## src/rtl/csq_pkg.sv

```systemverilog
package csq_pkg;

    typedef enum logic [3:0] {
        ST_IDLE,
        ST_GAP,
        ST_SENSE,
        ST_DECIDE,
        ST_SUB,
        ST_AZ_AMP,
        ST_AZ_REF1,
        ST_AZ_REF2,
        ST_FIN
    } seq_state_e;

    typedef struct packed {
        logic in_sw;
        logic g_sw;
        logic x_fb;
        logic x_st;
        logic x_rd;
        logic y_fb;
        logic y_st;
        logic y_rd;
        logic ref_a1;
        logic ref_a2;
        logic az_amp;
        logic az_ref;
    } sw_bank_t;

    // Sign of a step: first-step sign flipped on every odd step (inverting amplifier).
    function automatic logic step_sign(input logic first_sign, input logic step_odd);
        return first_sign ^ step_odd;
    endfunction

    // Steps with an odd index store on Y, even ones on X.
    function automatic logic stores_on_y(input logic step_odd);
        return step_odd;
    endfunction

endpackage

```

## src/rtl/csq_wait_timer.sv

```systemverilog
module csq_wait_timer #(
    parameter int CNT_W = 4
) (
    input  logic             clk,
    input  logic             rst,
    input  logic             load,
    input  logic [CNT_W-1:0] load_val,
    output logic             expired
);
    logic [CNT_W-1:0] cnt_q;

    always_ff @(posedge clk) begin
        if (rst) begin
            cnt_q <= '0;
        end else if (load) begin
            cnt_q <= load_val;
        end else if (cnt_q != '0) begin
            cnt_q <= cnt_q - 1'b1;
        end
    end

    assign expired = (cnt_q == '0);
endmodule

```

## src/rtl/csq_accum.sv

```systemverilog
module csq_accum #(
    parameter int CODE_W = 5,
    parameter int SHIFT  = 4,
    parameter int RES_W  = 23
) (
    input  logic                    clk,
    input  logic                    rst,
    input  logic                    clr,
    input  logic                    en,
    input  logic                    add,
    input  logic [CODE_W-1:0]       code,
    output logic signed [RES_W-1:0] acc
);
    logic signed [RES_W-1:0] code_ext;
    logic signed [RES_W-1:0] term;

    always_comb begin
        code_ext = signed'({{(RES_W-CODE_W){1'b0}}, code});
        term     = add ? code_ext : -code_ext;
    end

    always_ff @(posedge clk) begin
        if (rst || clr) begin
            acc <= '0;
        end else if (en) begin
            acc <= (acc <<< SHIFT) + term;
        end
    end
endmodule

```

## src/rtl/csq_switch_map.sv

```systemverilog
module csq_switch_map
    import csq_pkg::*;
(
    input  seq_state_e state,
    input  seq_state_e gap_tgt,
    input  logic       first_step,
    input  logic       step_odd,
    input  logic       sign,
    output sw_bank_t   sw
);
    logic on_y;

    always_comb begin
        on_y = stores_on_y(step_odd);
        sw   = '0;
        unique case (state)
            ST_SENSE: begin
                sw.in_sw = 1'b1;
                sw.g_sw  = 1'b1;
            end
            ST_DECIDE, ST_SUB: begin
                sw.g_sw   = (state == ST_DECIDE);
                sw.ref_a1 = sign;
                sw.ref_a2 = !sign;
                if (first_step) begin
                    sw.in_sw = 1'b1;
                end else if (on_y) begin
                    sw.x_rd = 1'b1;
                end else begin
                    sw.y_rd = 1'b1;
                end
                if (state == ST_SUB) begin
                    if (on_y) begin
                        sw.y_fb = 1'b1;
                        sw.y_st = 1'b1;
                    end else begin
                        sw.x_fb = 1'b1;
                        sw.x_st = 1'b1;
                    end
                end
            end
            ST_GAP: begin
                if (gap_tgt == ST_DECIDE || gap_tgt == ST_SUB) begin
                    sw.ref_a1 = sign;
                    sw.ref_a2 = !sign;
                end
            end
            ST_AZ_AMP: begin
                sw.az_amp = 1'b1;
                sw.x_fb   = 1'b1;
            end
            ST_AZ_REF1: sw.ref_a1 = 1'b1;
            ST_AZ_REF2: sw.az_ref = 1'b1;
            default: sw = '0;
        endcase
    end
endmodule

```

## src/rtl/csq_sequencer.sv

```systemverilog
module csq_sequencer
    import csq_pkg::*;
#(
    parameter int CODE_W   = 5,
    parameter int STEPS    = 5,
    parameter int SUB_WAIT = 4,
    parameter int AZ_WAIT  = 3
) (
    input  logic                                       clk,
    input  logic                                       rst,
    input  logic                                       start_i,
    input  logic                                       cmp_i,
    input  logic                                       dec_done_i,
    input  logic [CODE_W-1:0]                          dec_code_i,
    output logic                                       dec_start_o,
    output logic                                       busy_o,
    output logic                                       done_o,
    output logic signed [CODE_W+4*(STEPS-1)+1:0]       result_o,
    output logic                                       sw_in_o,
    output logic                                       sw_g_o,
    output logic                                       sw_x_fb_o,
    output logic                                       sw_x_st_o,
    output logic                                       sw_x_rd_o,
    output logic                                       sw_y_fb_o,
    output logic                                       sw_y_st_o,
    output logic                                       sw_y_rd_o,
    output logic                                       ref_a1_o,
    output logic                                       ref_a2_o,
    output logic                                       az_amp_o,
    output logic                                       az_ref_o
);
    localparam int GAIN_SHIFT = 4;
    localparam int RES_W      = CODE_W + GAIN_SHIFT*(STEPS-1) + 2;
    localparam int STEP_W     = (STEPS > 1) ? $clog2(STEPS) : 1;
    localparam int MAX_WAIT   = (SUB_WAIT > AZ_WAIT) ? SUB_WAIT : AZ_WAIT;
    localparam int CNT_W      = $clog2(MAX_WAIT + 1);
    localparam logic [STEP_W-1:0] LAST_STEP = STEP_W'(STEPS - 1);
    localparam logic [CNT_W-1:0]  SUB_LD    = CNT_W'(SUB_WAIT - 1);
    localparam logic [CNT_W-1:0]  AZ_LD     = CNT_W'(AZ_WAIT - 1);

    seq_state_e        state_q, state_d;
    seq_state_e        tgt_q, tgt_d;
    logic [STEP_W-1:0] step_q, step_d;
    logic              sgn0_q, sgn0_d;
    logic              dstart_q, dstart_d;
    logic              t_load, t_expired;
    logic [CNT_W-1:0]  t_val;
    logic              acc_clr, acc_en;
    logic              sgn_cur;
    sw_bank_t          sw;

    assign sgn_cur = step_sign(sgn0_q, step_q[0]);

    always_comb begin
        state_d  = state_q;
        tgt_d    = tgt_q;
        step_d   = step_q;
        sgn0_d   = sgn0_q;
        dstart_d = 1'b0;
        t_load   = 1'b0;
        t_val    = '0;
        acc_clr  = 1'b0;
        acc_en   = 1'b0;
        unique case (state_q)
            ST_IDLE: begin
                if (start_i) begin
                    state_d = ST_GAP;
                    tgt_d   = ST_SENSE;
                    step_d  = '0;
                    acc_clr = 1'b1;
                end
            end
            ST_GAP: begin
                state_d = tgt_q;
                if (tgt_q == ST_SUB) begin
                    t_load = 1'b1;
                    t_val  = SUB_LD;
                end else if (tgt_q == ST_AZ_AMP || tgt_q == ST_AZ_REF1) begin
                    t_load = 1'b1;
                    t_val  = AZ_LD;
                end else if (tgt_q == ST_DECIDE) begin
                    dstart_d = 1'b1;
                end
            end
            ST_SENSE: begin
                sgn0_d   = cmp_i;
                state_d  = ST_DECIDE;
                dstart_d = 1'b1;
            end
            ST_DECIDE: begin
                if (dec_done_i) begin
                    acc_en  = 1'b1;
                    tgt_d   = ST_SUB;
                    state_d = ST_GAP;
                end
            end
            ST_SUB: begin
                if (t_expired) begin
                    state_d = ST_GAP;
                    if (step_q == LAST_STEP) begin
                        tgt_d = ST_AZ_AMP;
                    end else begin
                        step_d = step_q + 1'b1;
                        tgt_d  = ST_DECIDE;
                    end
                end
            end
            ST_AZ_AMP: begin
                if (t_expired) begin
                    state_d = ST_GAP;
                    tgt_d   = ST_AZ_REF1;
                end
            end
            ST_AZ_REF1: begin
                if (t_expired) begin
                    state_d = ST_AZ_REF2;
                    t_load  = 1'b1;
                    t_val   = AZ_LD;
                end
            end
            ST_AZ_REF2: begin
                if (t_expired) state_d = ST_FIN;
            end
            ST_FIN:  state_d = ST_IDLE;
            default: state_d = ST_IDLE;
        endcase
    end

    always_ff @(posedge clk) begin
        if (rst) begin
            state_q  <= ST_IDLE;
            tgt_q    <= ST_SENSE;
            step_q   <= '0;
            sgn0_q   <= 1'b0;
            dstart_q <= 1'b0;
        end else begin
            state_q  <= state_d;
            tgt_q    <= tgt_d;
            step_q   <= step_d;
            sgn0_q   <= sgn0_d;
            dstart_q <= dstart_d;
        end
    end

    csq_wait_timer #(.CNT_W(CNT_W)) u_timer (
        .clk      (clk),
        .rst      (rst),
        .load     (t_load),
        .load_val (t_val),
        .expired  (t_expired)
    );

    csq_accum #(.CODE_W(CODE_W), .SHIFT(GAIN_SHIFT), .RES_W(RES_W)) u_accum (
        .clk  (clk),
        .rst  (rst),
        .clr  (acc_clr),
        .en   (acc_en),
        .add  (sgn_cur),
        .code (dec_code_i),
        .acc  (result_o)
    );

    csq_switch_map u_map (
        .state      (state_q),
        .gap_tgt    (tgt_q),
        .first_step (step_q == '0),
        .step_odd   (step_q[0]),
        .sign       (sgn_cur),
        .sw         (sw)
    );

    assign dec_start_o = dstart_q;
    assign busy_o      = (state_q != ST_IDLE);
    assign done_o      = (state_q == ST_FIN);
    assign sw_in_o     = sw.in_sw;
    assign sw_g_o      = sw.g_sw;
    assign sw_x_fb_o   = sw.x_fb;
    assign sw_x_st_o   = sw.x_st;
    assign sw_x_rd_o   = sw.x_rd;
    assign sw_y_fb_o   = sw.y_fb;
    assign sw_y_st_o   = sw.y_st;
    assign sw_y_rd_o   = sw.y_rd;
    assign ref_a1_o    = sw.ref_a1;
    assign ref_a2_o    = sw.ref_a2;
    assign az_amp_o    = sw.az_amp;
    assign az_ref_o    = sw.az_ref;
endmodule

```

## config.mk

```make
export PLATFORM = sky130hd
export DESIGN_NAME = csq_sequencer
export DESIGN_NICKNAME = d
export VERILOG_FILES = /design/src/rtl/csq_pkg.sv /design/src/rtl/csq_wait_timer.sv /design/src/rtl/csq_accum.sv /design/src/rtl/csq_switch_map.sv /design/src/rtl/csq_sequencer.sv
export SDC_FILE = /design/constraint.sdc
export NUM_CORES = 1
export LEC_CHECK = 0
export ABC_AREA = 1
export CAP_MARGIN = 25
export CORE_ASPECT_RATIO = 0.9
export CORE_UTILIZATION = 50
export DETAILED_ROUTE_END_ITERATION = 8
export HOLD_SLACK_MARGIN = 0.02
export PLACE_DENSITY_LB_ADDON = 0.12
export SLEW_MARGIN = 20
export SYNTH_ARGS = -nofsm -noshare
export SYNTH_HDL_FRONTEND = slang
export SYNTH_SLANG_ARGS = --single-unit
export TNS_END_PERCENT = 30
```

## constraint.sdc

```tcl
create_clock -name clk -period 3.5 [get_ports clk]
set_clock_uncertainty 0.15 [all_clocks]
set_input_delay 0.7 -clock clk [delete_from_list [all_inputs] [get_ports clk]]
set_output_delay 0.7 -clock clk [all_outputs]
set_load 0.005 [all_outputs]
```

==> results.toml, run 1 <==
[cts]
clk_pin_slew_ns = 0.08
clock_sinks = 38
cts_buffer_depth = 2
clkLatencyLatePin_ns = 0.30
htreeDepth = 2
cts_tree = "built"
cts_root_buffer = "clkbuf_8"
cts_made_buffers = 5

[floorplan]
die_area_um2 = 6260
num_io_pins = 48
die_w_um = 83.3
row_count = 26
initial_utilization_pct = 52.2
die_h_um = 75.1
fp.coreArea_um2 = 5690

[timing]
setup_violations = 0
drv_slew = 0
final.setup.tns_ns = 0
timing.final.crit_share_pct = 95.1
rsz0062_at_grt = "yes"
worst_slew_pin_slew_ns = 0.507
max_freq_ghz = 0.301
setup_slack_ns = 0.173
slew-limit-headroom_pct = 66.1
hold_viol = 0
fin_crit_ns = 3.33

[logic_synthesis]
synth_most_common_cell = "nand2_1"
yosys_warnings = 0
synth_top_area_cell = "dfxtp_1"
ys_top_cells_by_count = "nand2_1 (125), inv_1 (79), nor2_1 (40)"
synthArstFlopShare_pct = 0
synth_area_per_cell_um2 = 6.27
synth_cell_type_count = 36
synth_edf_count = 0
synth-seq-cells = 38
syn_nets = 509
synthFlopType = "dfxtp_1"
synth_top_cell_area_share_pct = 25.6
synth.area.top_cells = "dfxtp_1 (26%), nand2_1 (16%), ha_1 (10%)"
ys_seq_area_share_pct = 25.6
netlist_area_um2 = 2970
syn-instance-count = 474

[placed_design]
gp_congestion = 0.876
dpl_worst_slack_ns = -0.222
hpwl_um = 6090
place_area_um2 = 3600
io_buffers = 47

[detailed_routing]
routed_via_density = 5.19
wire_per_inst_um = 12.8
drt_iter0_drc = 189
num_vias = 3153
antenna_left = 0
drt-total-wl_um = 7770
drtPass1Iterations = 7
drc = 0

[power]
netSwitchingFraction_pct = 49.9
clock_power_share_pct = 12.2
p_leak_nw = 1.97
seqPwrFrac_pct = 19.1
p_sw_w = 0.00155
intPower_w = 0.00155
peakVddDrop_mv = 0.446
p_comb_share_pct = 68.7
power_density_nw_per_um2 = 832

[worst_setup_path]
r2r_end = "u_accum.acc[18]$_SDFFE_PP0P_"
start_kind = "input port"
reg2reg_from = "step_q[0]$_SDFFE_PP0P_"
required_ns = 3.55
cp.arrival_ns = 3.38
r2r_setup_slack_ns = 0.68
r2r.worst_path.cells = 16
crit_path_end_kind = "register"
cp_max_fo = 3
crit_type = "input port to register"

[global_route]
antenna_found_initial = 0
grt_util_met1_pct = 36.0
overflow = 0
grt_max_degree = 21
grt_first_pass_wirelength_um = 12800
grt_pass1_vias = 2803
grtUsageTotal_pct = 25.5
gr-usage-met2_pct = 40.4
grt_use_met3_pct = 4.17
gr-max-usage-layer = "met2"

[hold_path]
min_delay_path_depth = 2
worstHoldStart = "sgn0_q$_SDFFE_PP0P_"
hold_path_class = "register to register"
min_to = "sgn0_q$_SDFFE_PP0P_"

[run]
max_cap_violations = 0

[layout]
fin_nets = 572
syn_to_final_growth_pct = 25.3
drive_above_1_share_pct = 8.74
diodes = 0
finish.instance_area_um2 = 3720
nFillCells = 539

[status]
status = "finished, final reports clean"
==> layout make-up <==
class / count / area (um^2) / share of cell area [%]
multi-input combinational: 339 / 1840 / 49.3
sequential: 38 / 761 / 20.4
timing repair buffer: 63 / 591 / 15.9
inverter: 90 / 340 / 9.14
tap: 70 / 87.6 / 2.35
clock buffer: 5 / 68.8 / 1.85
clock inverter: 3 / 40.0 / 1.07
==> cell families after synthesis <==
family	count (synthesis)	share of synthesized area, %
AO/OA/AOI/OAI	80	15.5
XOR/XNOR	9	2.65
adder cells (fa/ha/maj)	25	10.8
buffers and inverters	97	13.1
flip-flops	38	25.6
AND/OR/NAND/NOR	225	32.3
==> metal layers <==
| layer | share of wire (%) | vias to the layer above |
|---|---|---|
| li1 | - | 1635 |
| met1 | 51 | 1397 |
| met2 | 42 | 109 |
| met3 | 5.9 | 12 |
| met4 | 1.5 | 0 |
| met5 | 0 | - |
==> through the flow <==
stage               hold WS (ns)  power [W]  util [%]  cells
detailed placement         0.321    0.00268      63.3    600
global placement           0.306    0.00264      63.3    600
floorplan                  0.296    0.00204         -    474
finish                     0.329    0.00310      65.4    608
CTS                        0.333    0.00307      65.2    608
global route               0.351    0.00341      65.4    608
==> critical path: stages <==
cell             delay (ns)
clkdlybuf4s50_1        0.48
inv_1                  0.06
ha_1                   0.21
inv_1                  0.08
nor3_1                 0.05
ha_1                   0.27
nand2_1                0.04
o21ai_0                0.09
ha_2                   0.21
inv_1                  0.06
fa_2                   0.36
inv_2                  0.08
nand3_1                0.07
nand3_2                0.08
nand2_1                0.09
nand2_2                0.11
nand2_1                0.08
nand3_1                0.09
nand3_1                0.08
nand2_1                0.06
inv_1                  0.03
==> power by group through the flow <==
stage | combinational [W] | sequential (W) | clock (W)
finish | 0.00213 | 0.000591 | 0.000379
global route | 0.00241 | 0.000603 | 0.000403
CTS | 0.00209 | 0.000591 | 0.000386
detailed placement | 0.00208 | 0.000601 | 0
global placement | 0.00204 | 0.000598 | 0
floorplan | 0.00146 | 0.000584 | 0
==> state kept, by name, indices dropped and copies added (netlist names) <==
| signal | flops |
|---|---|
| u_accum.acc | 23 |
| state_q | 4 |
| step_q | 3 |
| tgt_q | 3 |
| u_timer.cnt_q | 3 |
| dec_start_o | 1 |
| sgn0_q | 1 |
==> cell usage in the layout (no fill, tap or decap), types with 4 or more instances in the layout <==
cell type and n:
dfxtp_1 38, o21bai_1 4, o21a_1 8, xor2_1 6
a21oi_1 33, nor3_1 9, nand2_1 124, buf_4 16
nand3_1 37, ha_1 23, o21ai_1 5, o21ai_0 22
inv_1 78, clkbuf_8 5, clkdlybuf4s50_1 47, nor2_1 39
inv_2 9
==> what timing repair did <==
item,CTS,global route
hold buffers,0,0
setup buffers,0,0
setup endpoints to repair,0,7
gates resized for setup,0,7
==> how the worst max path moves through the flow <==
| stage | from | end | slack (ns) | cells past startpoint |
|---|---|---|---|---|
| final | dec_code_i[0] | u_accum.acc[16]$_SDFFE_PP0P_ | 0.17 | 21 |
| after global routing | dec_code_i[0] | u_accum.acc[16]$_SDFFE_PP0P_ | -0.006 | 21 |
| after CTS | dec_code_i[0] | u_accum.acc[20]$_SDFFE_PP0P_ | 0.09 | 21 |
| after detailed placement | dec_code_i[0] | u_accum.acc[20]$_SDFFE_PP0P_ | -0.22 | 21 |
| after global placement | dec_code_i[0] | u_accum.acc[20]$_SDFFE_PP0P_ | -0.11 | 21 |
| after floorplan | dec_code_i[0] | u_accum.acc[16]$_SDFFE_PP0P_ | 0.49 | 20 |
Power figures use the tool's default switching activity.
==> inputs of run 2 (changes only) <==
--- a/config.mk
+++ b/config.mk
@@ -6,12 +6,12 @@
 export NUM_CORES = 1
 export LEC_CHECK = 0
 export ABC_AREA = 1
-export CAP_MARGIN = 25
 export CORE_ASPECT_RATIO = 0.9
+export CORE_MARGIN = 5
 export CORE_UTILIZATION = 50
 export DETAILED_ROUTE_END_ITERATION = 8
 export HOLD_SLACK_MARGIN = 0.02
-export PLACE_DENSITY_LB_ADDON = 0.12
+export PLACE_DENSITY = 0.75
 export SLEW_MARGIN = 20
 export SYNTH_ARGS = -nofsm -noshare
 export SYNTH_HDL_FRONTEND = slang
==> results.toml, run 2 (synthesis gave the netlist of run 1 again) <==
[cts]
cts_tree = "built"
ctsResizeCount = 0
cts_made_buffers = 5
htreeDepth = 2
clock_sinks = 38
hold_buffers = 0
cts_buffer_depth = 2
postCtsSetupBuffers = 0
clk_pin_slew_ns = 0.08
cts_root_buffer = "clkbuf_8"
clkLatencyLatePin_ns = 0.29

[global_route]
grt_pass1_vias = 2990
antenna_found_initial = 0
overflow = 0
grtUsageTotal_pct = 20.9
grt_first_pass_wirelength_um = 13400
grt_max_degree = 20

[worst_setup_path]
cp_max_fo = 3
r2r.worst_path.cells = 13
crit_path_end_kind = "register"
start_kind = "input port"
cp.arrival_ns = 3.38
required_ns = 3.55
crit_type = "input port to register"

[timing]
drv_slew = 0
rsz0062_at_grt = "no"
final.setup.tns_ns = 0
setup_violations = 0
fin_crit_ns = 3.33
worst_slew_pin_slew_ns = 0.420
max_freq_ghz = 0.300
timing.final.crit_share_pct = 95.2
slew-limit-headroom_pct = 71.9
hold_viol = 0

[floorplan]
initial_utilization_pct = 51.9
die_area_um2 = 7590
row_count = 26
die_w_um = 91.3
fp.coreArea_um2 = 5730
num_io_pins = 48
die_h_um = 83.1

[layout]
reg_top3 = "u_accum.acc: 23 flops, state_q: 4 flops"
regMostFlops = "u_accum.acc"
fin_nets = 565
diodes = 0
final_cell_mix = "nand2_1 (124), inv_1 (79), clkdlybuf4s50_1 (47), nor2_1 (40), dfxtp_1 (38)"
syn_to_final_growth_pct = 22.9
final_common_cell = "nand2_1"
largest_register_ffs = 23
final_cells = 601
drive_above_1_share_pct = 6.97
nFillCells = 551

[placed_design]
hpwl_um = 6210
placed_cells = 593
io_buffers = 47
gp_congestion = 0.914

[power]
intPower_w = 0.00139
netSwitchingFraction_pct = 52.0
seqPwrFrac_pct = 20.3
p_leak_nw = 1.93
p_comb_share_pct = 68.5
p_sw_w = 0.00151
power_density_nw_per_um2 = 795
peakVddDrop_mv = 0.498
clock_power_share_pct = 11.2

[detailed_routing]
drtPass1Iterations = 4
antenna_left = 0
drt_iter0_drc = 226
num_vias = 3142
wire_per_inst_um = 13.0
drt-total-wl_um = 7790
drc = 0
routed_via_density = 5.23

[run]
max_cap_violations = 0

[hold_path]
min_delay_path_depth = 2
hold_path_class = "register to register"

[status]
status = "finished, final reports clean"
-- run 2: cell types whose count changed in the layout (fill, tap and decap cells not counted), sizes merged --
cell    before  now
clkbuf       5    7
clkinv       4    3
bufinv       1    0
buf         16    9
-- run 2: metal layers --
metal | vias to the layer above | routed length [um] | GRT usage [%] | share of wire, %
met5 | - | 0 | 0 | 0
li1 | 1622 | - | - | -
met3 | 13 | 469 | 3.25 | 6.0
met4 | 0 | 76 | 4.80 | 0.98
met2 | 86 | 3580 | 34.3 | 46
met1 | 1421 | 3660 | 28.6 | 47
-- run 2: layout make-up --
| class | count | area [um^2] | share of cell area, % |
|---|---|---|---|
| flip-flops and latches | 38 | 761 | 20.8 |
| clock buffers | 7 | 86.3 | 2.36 |
| repair buffers | 56 | 538 | 14.7 |
| multi-input cells | 339 | 1840 | 50.2 |
| inverters | 90 | 340 | 9.32 |
| well taps | 70 | 87.6 | 2.40 |
| clock inverters | 1 | 5.00 | 0.137 |
-- run 2: final timing paths --
kind,slack [ns],endpoint,startpoint
worst min-delay path,0.33,sgn0_q$_SDFFE_PP0P_,sgn0_q$_SDFFE_PP0P_
worst max-delay path,0.17,u_accum.acc[20]$_SDFFE_PP0P_,dec_code_i[0]
worst max register to register,0.66,u_accum.acc[13]$_SDFFE_PP0P_,step_q[0]$_SDFFE_PP0P_
worst min register to register,0.33,sgn0_q$_SDFFE_PP0P_,sgn0_q$_SDFFE_PP0P_
-- run 2: worst max-delay path, stage by stage --
cell and delay (ns):
clkdlybuf4s50_1 0.47, inv_1 0.06, ha_1 0.20, inv_1 0.09, nor3_1 0.06, ha_1 0.28, nand2_1 0.06, o21ai_2 0.07
ha_2 0.19, inv_1 0.05, fa_1 0.38, inv_1 0.09, nand3_1 0.07, nand3_1 0.10, nand2_1 0.09, nand2_2 0.11
nand2_1 0.08, nand3_1 0.07, nand3_1 0.07, nand2_1 0.06, inv_1 0.03
-- run 2: through the flow --
stage	utilization [%]	instance area [um^2]	setup WS (ns)	total power (W)	hold WS, ns
3_3_place_gp	62.0	3550	-0.0473	0.00251	0.307
3_5_place_dp	62.0	3550	-0.165	0.00254	0.322
6_report	63.8	3650	0.168	0.00290	0.331
5_1_grt	63.8	3650	0.00607	0.00322	0.369
4_1_cts	63.6	3640	0.144	0.00287	0.335
2_1_floorplan	-	2970	0.492	0.00204	0.296
-- run 2: power by group through the flow --
stage	combinational (W)	sequential, W	clock, W
floorplan	0.00146	0.000584	0
global placement	0.00191	0.000595	0
detailed placement	0.00194	0.000599	0
CTS	0.00195	0.000589	0.000331
global route	0.00227	0.000600	0.000350
finish	0.00199	0.000589	0.000324
